$ cat config.mk
export PLATFORM = sky130hd
export DESIGN_NAME = cart_chunk_dma
export DESIGN_NICKNAME = d
export VERILOG_FILES = /design/src/rtl/cart_dma_pkg.sv /design/src/rtl/cart_chunk_size.sv /design/src/rtl/cart_read_port.sv /design/src/rtl/cart_chunk_buf.sv /design/src/rtl/cart_chunk_dma.sv
export SDC_FILE = /design/constraint.sdc
export NUM_CORES = 2
export LEC_CHECK = 0
export CAP_MARGIN = 25
export CORE_ASPECT_RATIO = 0.5
export CORE_MARGIN = 5
export CORE_UTILIZATION = 55
export CTS_BUF_LIST = sky130_fd_sc_hd__clkbuf_16
export CTS_CLUSTER_DIAMETER = 120
export DETAILED_ROUTE_END_ITERATION = 8
export DONT_BUFFER_PORTS = 1
export GPL_TIMING_DRIVEN = 1
export HOLD_SLACK_MARGIN = 0.12
export PLACE_DENSITY = 0.7
export SETUP_SLACK_MARGIN = 0.02
export SLEW_MARGIN = 10
export SYNTH_ARGS = -nofsm -noshare
export SYNTH_HDL_FRONTEND = slang
export SYNTH_HIERARCHICAL = 1
export SYNTH_SLANG_ARGS = --single-unit
$ cat constraint.sdc
create_clock -name clk -period 11.6 [get_ports clk]
set_clock_uncertainty 0.15 [all_clocks]
set_input_delay 0 -clock clk [delete_from_list [all_inputs] [get_ports clk]]
set_output_delay 0 -clock clk [all_outputs]
set_load 0.1 [all_outputs]
$ cat src/rtl/cart_dma_pkg.sv
// Shared types and helpers for the chunked cartridge-to-DRAM sequencer.
// Assumes byte-wide ports and big-endian lane order inside 32-bit words.
package cart_dma_pkg;

    typedef enum logic [2:0] {
        SEQ_IDLE,
        SEQ_SIZE,
        SEQ_FETCH,
        SEQ_STORE,
        SEQ_ADV,
        SEQ_FIN
    } seq_state_t;

    // Length value that the block loads into len_out when it comes out of reset.
    localparam logic [7:0] LEN_RESET = 8'h7F;

endpackage

$ cat src/rtl/cart_chunk_size.sv
// Chunk sizing: works out the read count, write count and leftover byte
// count of the next chunk from the DRAM alignment, the bytes remaining and
// the first-chunk flag. Purely combinational. Assumes remaining > 0.
module cart_chunk_size #(
    parameter int BUF_BYTES = 128,
    parameter int LEN_W     = 24,
    localparam int CNT_W    = $clog2(BUF_BYTES) + 1
) (
    input  logic [1:0]       align_sel,
    input  logic [LEN_W:0]   remaining,
    input  logic             first,
    output logic [CNT_W-1:0] rd_len,
    output logic [CNT_W-1:0] wr_len,
    output logic [LEN_W:0]   rem_next
);

    logic [CNT_W-1:0] align;
    logic [CNT_W-1:0] cap;
    logic [CNT_W-1:0] take;
    logic [CNT_W-1:0] adj;

    // Capacity, chunk length, even read count and first-chunk correction.
    always_comb begin
        align = {{(CNT_W-3){1'b0}}, align_sel, 1'b0};
        cap   = CNT_W'(BUF_BYTES) - align;
        if (remaining >= (LEN_W+1)'(cap)) take = cap;
        else                              take = remaining[CNT_W-1:0];
        rd_len = take + {{(CNT_W-1){1'b0}}, take[0]};
        adj    = (first && (take == cap - 1'b1)) ? take + 1'b1 : take;
        if (first) wr_len = (adj > align) ? adj - align : '0;
        else       wr_len = take;
        rem_next = remaining - (LEN_W+1)'(take);
    end

    // The buffer never holds fewer bytes than are written out.
    always_comb begin
        p_write_within_read_r4 : assert (wr_len <= rd_len);
    end

endmodule

$ cat src/rtl/cart_read_port.sv
// Cartridge-side address generation: swaps byte lanes, blocks reads past the
// image end and forces those bytes to zero. Combinational. Assumes the
// cartridge source answers in the same cycle as the address.
module cart_read_port #(
    parameter int CART_AW = 32,
    parameter int CNT_W   = 8
) (
    input  logic               active,
    input  logic [CART_AW-1:0] base,
    input  logic [CNT_W-1:0]   idx,
    input  logic [CART_AW-1:0] image_size,
    input  logic [7:0]         rd_data,
    output logic               rd_en,
    output logic [CART_AW-1:0] rd_addr,
    output logic [7:0]         byte_out
);

    logic in_range;

    // Lane-swapped address, range check and zero substitution.
    always_comb begin
        rd_addr  = (base + CART_AW'(idx)) ^ CART_AW'(3);
        in_range = rd_addr < image_size;
        rd_en    = active && in_range;
        byte_out = in_range ? rd_data : 8'h00;
    end

endmodule

$ cat src/rtl/cart_chunk_buf.sv
// Chunk staging buffer: one byte write port, one combinational read port.
// Holds no reset, because every byte is written before it is read.
module cart_chunk_buf #(
    parameter int BUF_BYTES = 128,
    localparam int IDX_W    = $clog2(BUF_BYTES)
) (
    input  logic             clk,
    input  logic             wr_en,
    input  logic [IDX_W-1:0] wr_idx,
    input  logic [7:0]       wr_data,
    input  logic [IDX_W-1:0] rd_idx,
    output logic [7:0]       rd_data
);

    logic [7:0] mem [BUF_BYTES];

    // Store one fetched byte.
    always_ff @(posedge clk) begin
        if (wr_en) mem[wr_idx] <= wr_data;
    end

    // Present the byte being drained.
    assign rd_data = mem[rd_idx];

endmodule

$ cat src/rtl/cart_chunk_dma.sv
// Chunked cartridge-to-DRAM copy sequencer. On start it latches the
// pointers and the byte count. For each chunk it sizes the chunk, fetches
// the bytes into the buffer, drains them to DRAM and steps both pointers.
// When the count is used up it pulses done.
// Assumes start is ignored while busy and that the cartridge source answers
// in the same cycle as the address.
module cart_chunk_dma
    import cart_dma_pkg::*;
#(
    parameter int BUF_BYTES = 128,
    parameter int DRAM_AW   = 23,
    parameter int DRAM_IN_W = DRAM_AW + 1,
    parameter int CART_AW   = 32,
    parameter int LEN_W     = 24
) (
    input  logic                 clk,
    input  logic                 rst_n,
    input  logic                 start,
    input  logic [DRAM_IN_W-1:0] dram_addr_in,
    input  logic [CART_AW-1:0]   cart_addr_in,
    input  logic [LEN_W-1:0]     len_in,
    input  logic [CART_AW-1:0]   image_size,
    output logic                 cart_rd_en,
    output logic [CART_AW-1:0]   cart_rd_addr,
    input  logic [7:0]           cart_rd_data,
    output logic                 dram_wr_en,
    output logic [DRAM_AW-1:0]   dram_wr_addr,
    output logic [7:0]           dram_wr_data,
    output logic                 busy,
    output logic                 done,
    output logic [DRAM_AW-1:0]   dram_addr_out,
    output logic [CART_AW-1:0]   cart_addr_out,
    output logic [LEN_W-1:0]     len_out
);

    localparam int CNT_W = $clog2(BUF_BYTES) + 1;
    localparam int IDX_W = $clog2(BUF_BYTES);

    seq_state_t          state;
    logic [DRAM_AW-1:0]  dram_ptr;
    logic [CART_AW-1:0]  cart_ptr;
    logic [LEN_W:0]      remaining;
    logic                first;
    logic [CNT_W-1:0]    idx;
    logic [CNT_W-1:0]    rd_len;
    logic [CNT_W-1:0]    wr_len;

    logic [CNT_W-1:0]    calc_rd;
    logic [CNT_W-1:0]    calc_wr;
    logic [LEN_W:0]      calc_rem;
    logic [7:0]          fetched;
    logic [7:0]          buf_q;
    logic [DRAM_AW-1:0]  ptr_step;
    logic [LEN_W:0]      total;
    logic [LEN_W-1:0]    len_rewrite;
    logic                unused_addr_hi;

    assign unused_addr_hi = ^dram_addr_in[DRAM_IN_W-1:DRAM_AW];

    cart_chunk_size #(.BUF_BYTES(BUF_BYTES), .LEN_W(LEN_W)) u_size (
        .align_sel (dram_ptr[2:1]),
        .remaining (remaining),
        .first     (first),
        .rd_len    (calc_rd),
        .wr_len    (calc_wr),
        .rem_next  (calc_rem)
    );

    cart_read_port #(.CART_AW(CART_AW), .CNT_W(CNT_W)) u_rdport (
        .active     (state == SEQ_FETCH),
        .base       (cart_ptr),
        .idx        (idx),
        .image_size (image_size),
        .rd_data    (cart_rd_data),
        .rd_en      (cart_rd_en),
        .rd_addr    (cart_rd_addr),
        .byte_out   (fetched)
    );

    cart_chunk_buf #(.BUF_BYTES(BUF_BYTES)) u_buf (
        .clk     (clk),
        .wr_en   (state == SEQ_FETCH),
        .wr_idx  (idx[IDX_W-1:0]),
        .wr_data (fetched),
        .rd_idx  (idx[IDX_W-1:0]),
        .rd_data (buf_q)
    );

    // Length rewrite value from the start request.
    always_comb begin
        total = {1'b0, len_in} + 1'b1;
        if (total <= (LEN_W+1)'(8))
            len_rewrite = LEN_W'(LEN_RESET) - LEN_W'(dram_addr_in[2:0]);
        else
            len_rewrite = LEN_W'(LEN_RESET);
    end

    // DRAM pointer after the current chunk, before rounding to 8 bytes.
    assign ptr_step = dram_ptr + DRAM_AW'(wr_len) + DRAM_AW'(7);

    // DRAM-side strobe, swizzled address and data.
    always_comb begin
        dram_wr_en   = (state == SEQ_STORE);
        dram_wr_addr = (dram_ptr + DRAM_AW'(idx)) ^ DRAM_AW'(3);
        dram_wr_data = buf_q;
    end

    // Sequencer: sizing, fetch phase, store phase, pointer advance, done.
    always_ff @(posedge clk) begin
        if (!rst_n) begin
            state     <= SEQ_IDLE;
            dram_ptr  <= '0;
            cart_ptr  <= '0;
            remaining <= '0;
            first     <= 1'b0;
            idx       <= '0;
            rd_len    <= '0;
            wr_len    <= '0;
            len_out   <= LEN_W'(LEN_RESET);
        end else begin
            case (state)
                SEQ_IDLE: if (start) begin
                    dram_ptr  <= {dram_addr_in[DRAM_AW-1:1], 1'b0};
                    cart_ptr  <= cart_addr_in;
                    remaining <= {1'b0, len_in} + 1'b1;
                    first     <= 1'b1;
                    len_out   <= len_rewrite;
                    state     <= SEQ_SIZE;
                end
                SEQ_SIZE: begin
                    rd_len    <= calc_rd;
                    wr_len    <= calc_wr;
                    remaining <= calc_rem;
                    idx       <= '0;
                    state     <= SEQ_FETCH;
                end
                SEQ_FETCH: begin
                    if (idx == rd_len - 1'b1) begin
                        cart_ptr <= cart_ptr + CART_AW'(rd_len);
                        idx      <= '0;
                        state    <= (wr_len == '0) ? SEQ_ADV : SEQ_STORE;
                    end else begin
                        idx <= idx + 1'b1;
                    end
                end
                SEQ_STORE: begin
                    if (idx == wr_len - 1'b1) state <= SEQ_ADV;
                    else                      idx   <= idx + 1'b1;
                end
                SEQ_ADV: begin
                    dram_ptr <= {ptr_step[DRAM_AW-1:3], 3'b000};
                    first    <= 1'b0;
                    state    <= (remaining == '0) ? SEQ_FIN : SEQ_SIZE;
                end
                default: state <= SEQ_IDLE;
            endcase
        end
    end

    assign busy          = (state != SEQ_IDLE);
    assign done          = (state == SEQ_FIN);
    assign dram_addr_out = dram_ptr;
    assign cart_addr_out = cart_ptr;

    // The completion pulse lasts exactly one cycle.
    p_done_single_r10 : assert property (@(posedge clk) disable iff (!rst_n)
        done |=> !done);

    // Without a start pulse an idle engine stays idle.
    p_idle_holds_r10 : assert property (@(posedge clk) disable iff (!rst_n)
        (!busy && !start) |=> !busy);

    // The two ports are never strobed in the same cycle.
    p_ports_exclusive_r10 : assert property (@(posedge clk) disable iff (!rst_n)
        !(cart_rd_en && dram_wr_en));

    // No cartridge read is issued past the image end.
    p_read_in_image_r8 : assert property (@(posedge clk) disable iff (!rst_n)
        cart_rd_en |-> (cart_rd_addr < image_size));

    // Every chunk after the first starts on an 8-byte DRAM boundary.
    p_realigned_r5 : assert property (@(posedge clk) disable iff (!rst_n)
        (state == SEQ_SIZE && !first) |-> (dram_ptr[2:0] == 3'b000));

endmodule

==> flow_summary_export.csv <==
group,metric,value,unit
status,status,"finished clean",
routing,firstDrtPassIters,7,
synthesis,ys_async_sr_fraction,0,
worst_setup_path,r2r-start,"idx[1]",
finish,fin_cells,4819,
clocking,numCtsBuffers,95,
worst_setup_path,path_class,"reg2reg",
sta,hold_viol,0,
die,pin_count,269,
clocking,cts_buffer_depth,3,
finish,syn2layout_area_growth,15.5,%
sta,min_period_over_period,0.613,
placement,placed_area,53800,um2
routing,ant_nets,0,
min_path,hold_end,"remaining[13]",
synthesis,synth_edf_count,1024,
pwr,p_leak,19.3,nW
routing,via_per_inst,6.34,
synthesis,synth-main-ff-cell,"edfxtp_1",
sta,tightestPinTransition,1.12,ns
worst_setup_path,crit_path_end_kind,"flop",
clocking,clock-sinks,1134,
pwr,power_switching,0.00441,W
grt,antenna_found_initial,2,
finish,num_antenna_cells,0,
worst_setup_path,start_kind,"flop",
die,initial_core_util,0.552,
pwr,seqPwrFrac,0.403,
placement,place_congestion,0.909,
routing,drc,0,
routing,drtIter0Drc,3037,
min_path,min-delay-start,"len_in[11]",
finish,final_area,59100,um2
synthesis,synth_area_leaders,"edfxtp_1 60%, mux4_2 15%, dfxtp_1 4.3%, ha_1 2.2%, nor2_1 1.9%",
synthesis,yosys_warnings,6,
grt,grt_pass1_wl,190,mm
synthesis,synth_cell_type_count,108,
worst_setup_path,cp.required,11.93,ns
die,core,92600,um2
grt,grt_usage,0.252,
synthesis,avgSynthCellArea,15.9,um2
clocking,post_cts_resized,0,
pwr,p_int,0.00791,W
die,die_w,441,um
synthesis,syn_area,51100,um2
synthesis,synthCells,3207,
worst_setup_path,crit_arrival,7.44,ns
worst_setup_path,timing.rr.end,"u_buf/mem[42][7]",
die,die_y,226,um
synthesis,yosysTopAreaCellShare,0.601,
pwr,power_density,209,nW/um2
sta,whs,0.179,ns
grt,grt_overflow,0,
routing,dr_total_vias,30600,
grt,grt_pass1_vias,30300,
pwr,ir_drop,0.000201,V
sta,report.final.slew_viol_count,0,
min_path,hold_class,"in2reg",
synthesis,ys_ff_latch,1134,
sta,rsz0062_at_grt,"false",
routing,totalWireLength,125,mm
synthesis,synth_area_leader_cell,"edfxtp_1",
sta,fmaxAchievable,0.141,GHz
worst_setup_path,r2r_slack,4.49,ns
grt,grt_max_degree,113,
synthesis,ys_seq_area_frac,0.644,
routing,avgRoutedWirePerCell,26.0,um
finish,finish.utilization,0.638,
sta,tns,0,ns
job,maxCapViolCount,0,
finish,mostFrequentLayoutCell,"edfxtp_1",
finish,drive_gt1_frac,0.221,
sta,slew_headroom,0.252,
clocking,cts-root-buf,"clkbuf_16",
min_path,holdPathStages,6,
worst_setup_path,r2r_cells,18,
die,row_count,79,
finish,mostFrequentLayoutCells,"1024 x edfxtp_1, 336 x mux4_2, 259 x nor2_1",
placement,portBuffers,0,
finish,nNetsFinal,3704,
clocking,hold_buffers,186,
pwr,sw_frac_of_total,0.358,
die,die-area,99600,um2
pwr,pwr-share-comb,0.341,
clocking,postCtsSetupBuffers,0,
finish,nFillCells,6404,
placement,place_hpwl,78.5,mm
clocking,clk_latency,0.69,ns
clocking,cts_max_level,3,
clocking,path_clk_slew,0.07,ns
placement,dp_cells,4441,
pwr,power_frac_clock,0.256,
sta,finalSetupViolations,0,
sta,final.min_clock_period,7.11,ns
worst_setup_path,critPathMaxFanout,65,
clocking,cts_tree,"built",
## critical path, cell delays in order (launching register included)
cell and delay (ns):
dfxtp_4 0.54, buf_4 0.63, inv_1 0.15, fa_1 0.54, nor2b_4 0.15, o31a_4 0.16
a221oi_4 0.15, nor4_1 0.39, xor2_2 0.11, buf_4 0.25, ha_1 0.22, a21o_1 0.18
a21o_1 0.17, a21oi_1 0.67, nand2_1 0.13, dlygate4sd3_1 0.63, a211oi_4 0.73, buf_4 0.54
buf_12 0.31
## sequential cells by signal, indices dropped and copies added, names as in the netlist
register,count
first,1
remaining,25
wr_len,8
idx,8
len_out,3
rd_len,8
u_buf/mem,1024
cart_addr_out,32
state,3
dram_addr_out,22
## synth_stat cells, types with 6 or more instances
| master | count |
|---|---|
| edfxtp_1 | 1024 |
| mux4_2 | 336 |
| nor2_1 | 261 |
| nand2_1 | 205 |
| a21oi_1 | 124 |
| clkbuf_1 | 111 |
| dfxtp_1 | 110 |
| ha_1 | 88 |
| inv_1 | 83 |
| xnor2_1 | 67 |
| xor2_1 | 63 |
| o21ai_0 | 61 |
| nand3_1 | 59 |
| nor3_1 | 52 |
| buf_4 | 37 |
| nand4_1 | 33 |
| a211oi_1 | 23 |
| a21o_1 | 23 |
| buf_2 | 23 |
| nor4_1 | 23 |
| a31oi_1 | 22 |
| and2_1 | 22 |
| and3_1 | 21 |
| buf_1 | 21 |
| a22oi_1 | 19 |
| nand2b_1 | 16 |
| nor2b_1 | 15 |
| mux2_2 | 14 |
| a221oi_1 | 13 |
| o21a_1 | 13 |
| o211ai_1 | 11 |
| or3_1 | 11 |
| o31ai_1 | 9 |
| or2_2 | 9 |
| o2111ai_1 | 8 |
| nor3b_1 | 7 |
| a21boi_0 | 6 |
| a311oi_1 | 6 |
| a31o_2 | 6 |
| mux2i_1 | 6 |
| nand4b_1 | 6 |
## kinds of logic after synthesis
group | after synthesis | synth area share
flip-flops | 1134 | 0.644
AND/OR/NAND/NOR | 787 | 0.0750
AO/OA/AOI/OAI | 419 | 0.0573
multiplexers | 357 | 0.152
buffers and inverters | 283 | 0.0249
XOR/XNOR | 130 | 0.0223
adder cells (fa/ha/maj) | 93 | 0.0235
other | 4 | 0.000293
## per-stage QoR
stage,setup slack [ns],total power (W)
after floorplan,-0.333,0.00808
after global placement,4.52,0.00884
after detailed placement,4.48,0.00902
after CTS,4.06,0.0123
after global routing,4.01,0.0128
final,4.49,0.0123
## power by group through the flow
stage	Clock, W	Combinational [W]	Sequential [W]
after CTS	0.00321	0.00407	0.00501
after global routing	0.00339	0.00446	0.00499
after global placement	0	0.00369	0.00515
after detailed placement	0	0.00392	0.00510
final	0.00315	0.00420	0.00497
after floorplan	0	0.00265	0.00543
## area by class of cell
cell class / instances / area, um2 / share of cell area
tap: 1255 / 1570 / 0.0266
sequential: 1134 / 33000 / 0.558
clock inverter: 78 / 648 / 0.0110
multi-input combinational: 1810 / 17500 / 0.296
timing repair buffer: 363 / 3710 / 0.0628
inverter: 84 / 315 / 0.00534
clock buffer: 95 / 2380 / 0.0402
## layer usage
| metal | wire, um | part of all wire | GRT usage |
|---|---|---|---|
| met1 | 50000 | 0.40 | 0.351 |
| met2 | 61700 | 0.49 | 0.417 |
| met3 | 9950 | 0.079 | 0.0449 |
| met4 | 3760 | 0.030 | 0.0720 |
| met5 | 0 | 0 | 0 |
## how the worst max path moves through the flow
| stage | start | to | slack [ns] | cells after the start |
|---|---|---|---|---|
| finish | idx[1] | u_buf/mem[42][7] | 4.49 | 18 |
| global route | idx[1] | u_buf/mem[44][7] | 4.01 | 18 |
| detailed placement | idx[1] | u_buf/mem[31][2] | 4.48 | 15 |
| CTS | idx[1] | u_buf/mem[77][2] | 4.06 | 17 |
| global placement | cart_addr_out[2] | u_buf/mem[30][2] | 4.52 | 13 |
| floorplan | cart_addr_out[2] | u_buf/mem[0][0] | -0.33 | 14 |
No activity file was read; power rests on OpenSTA's default activity.
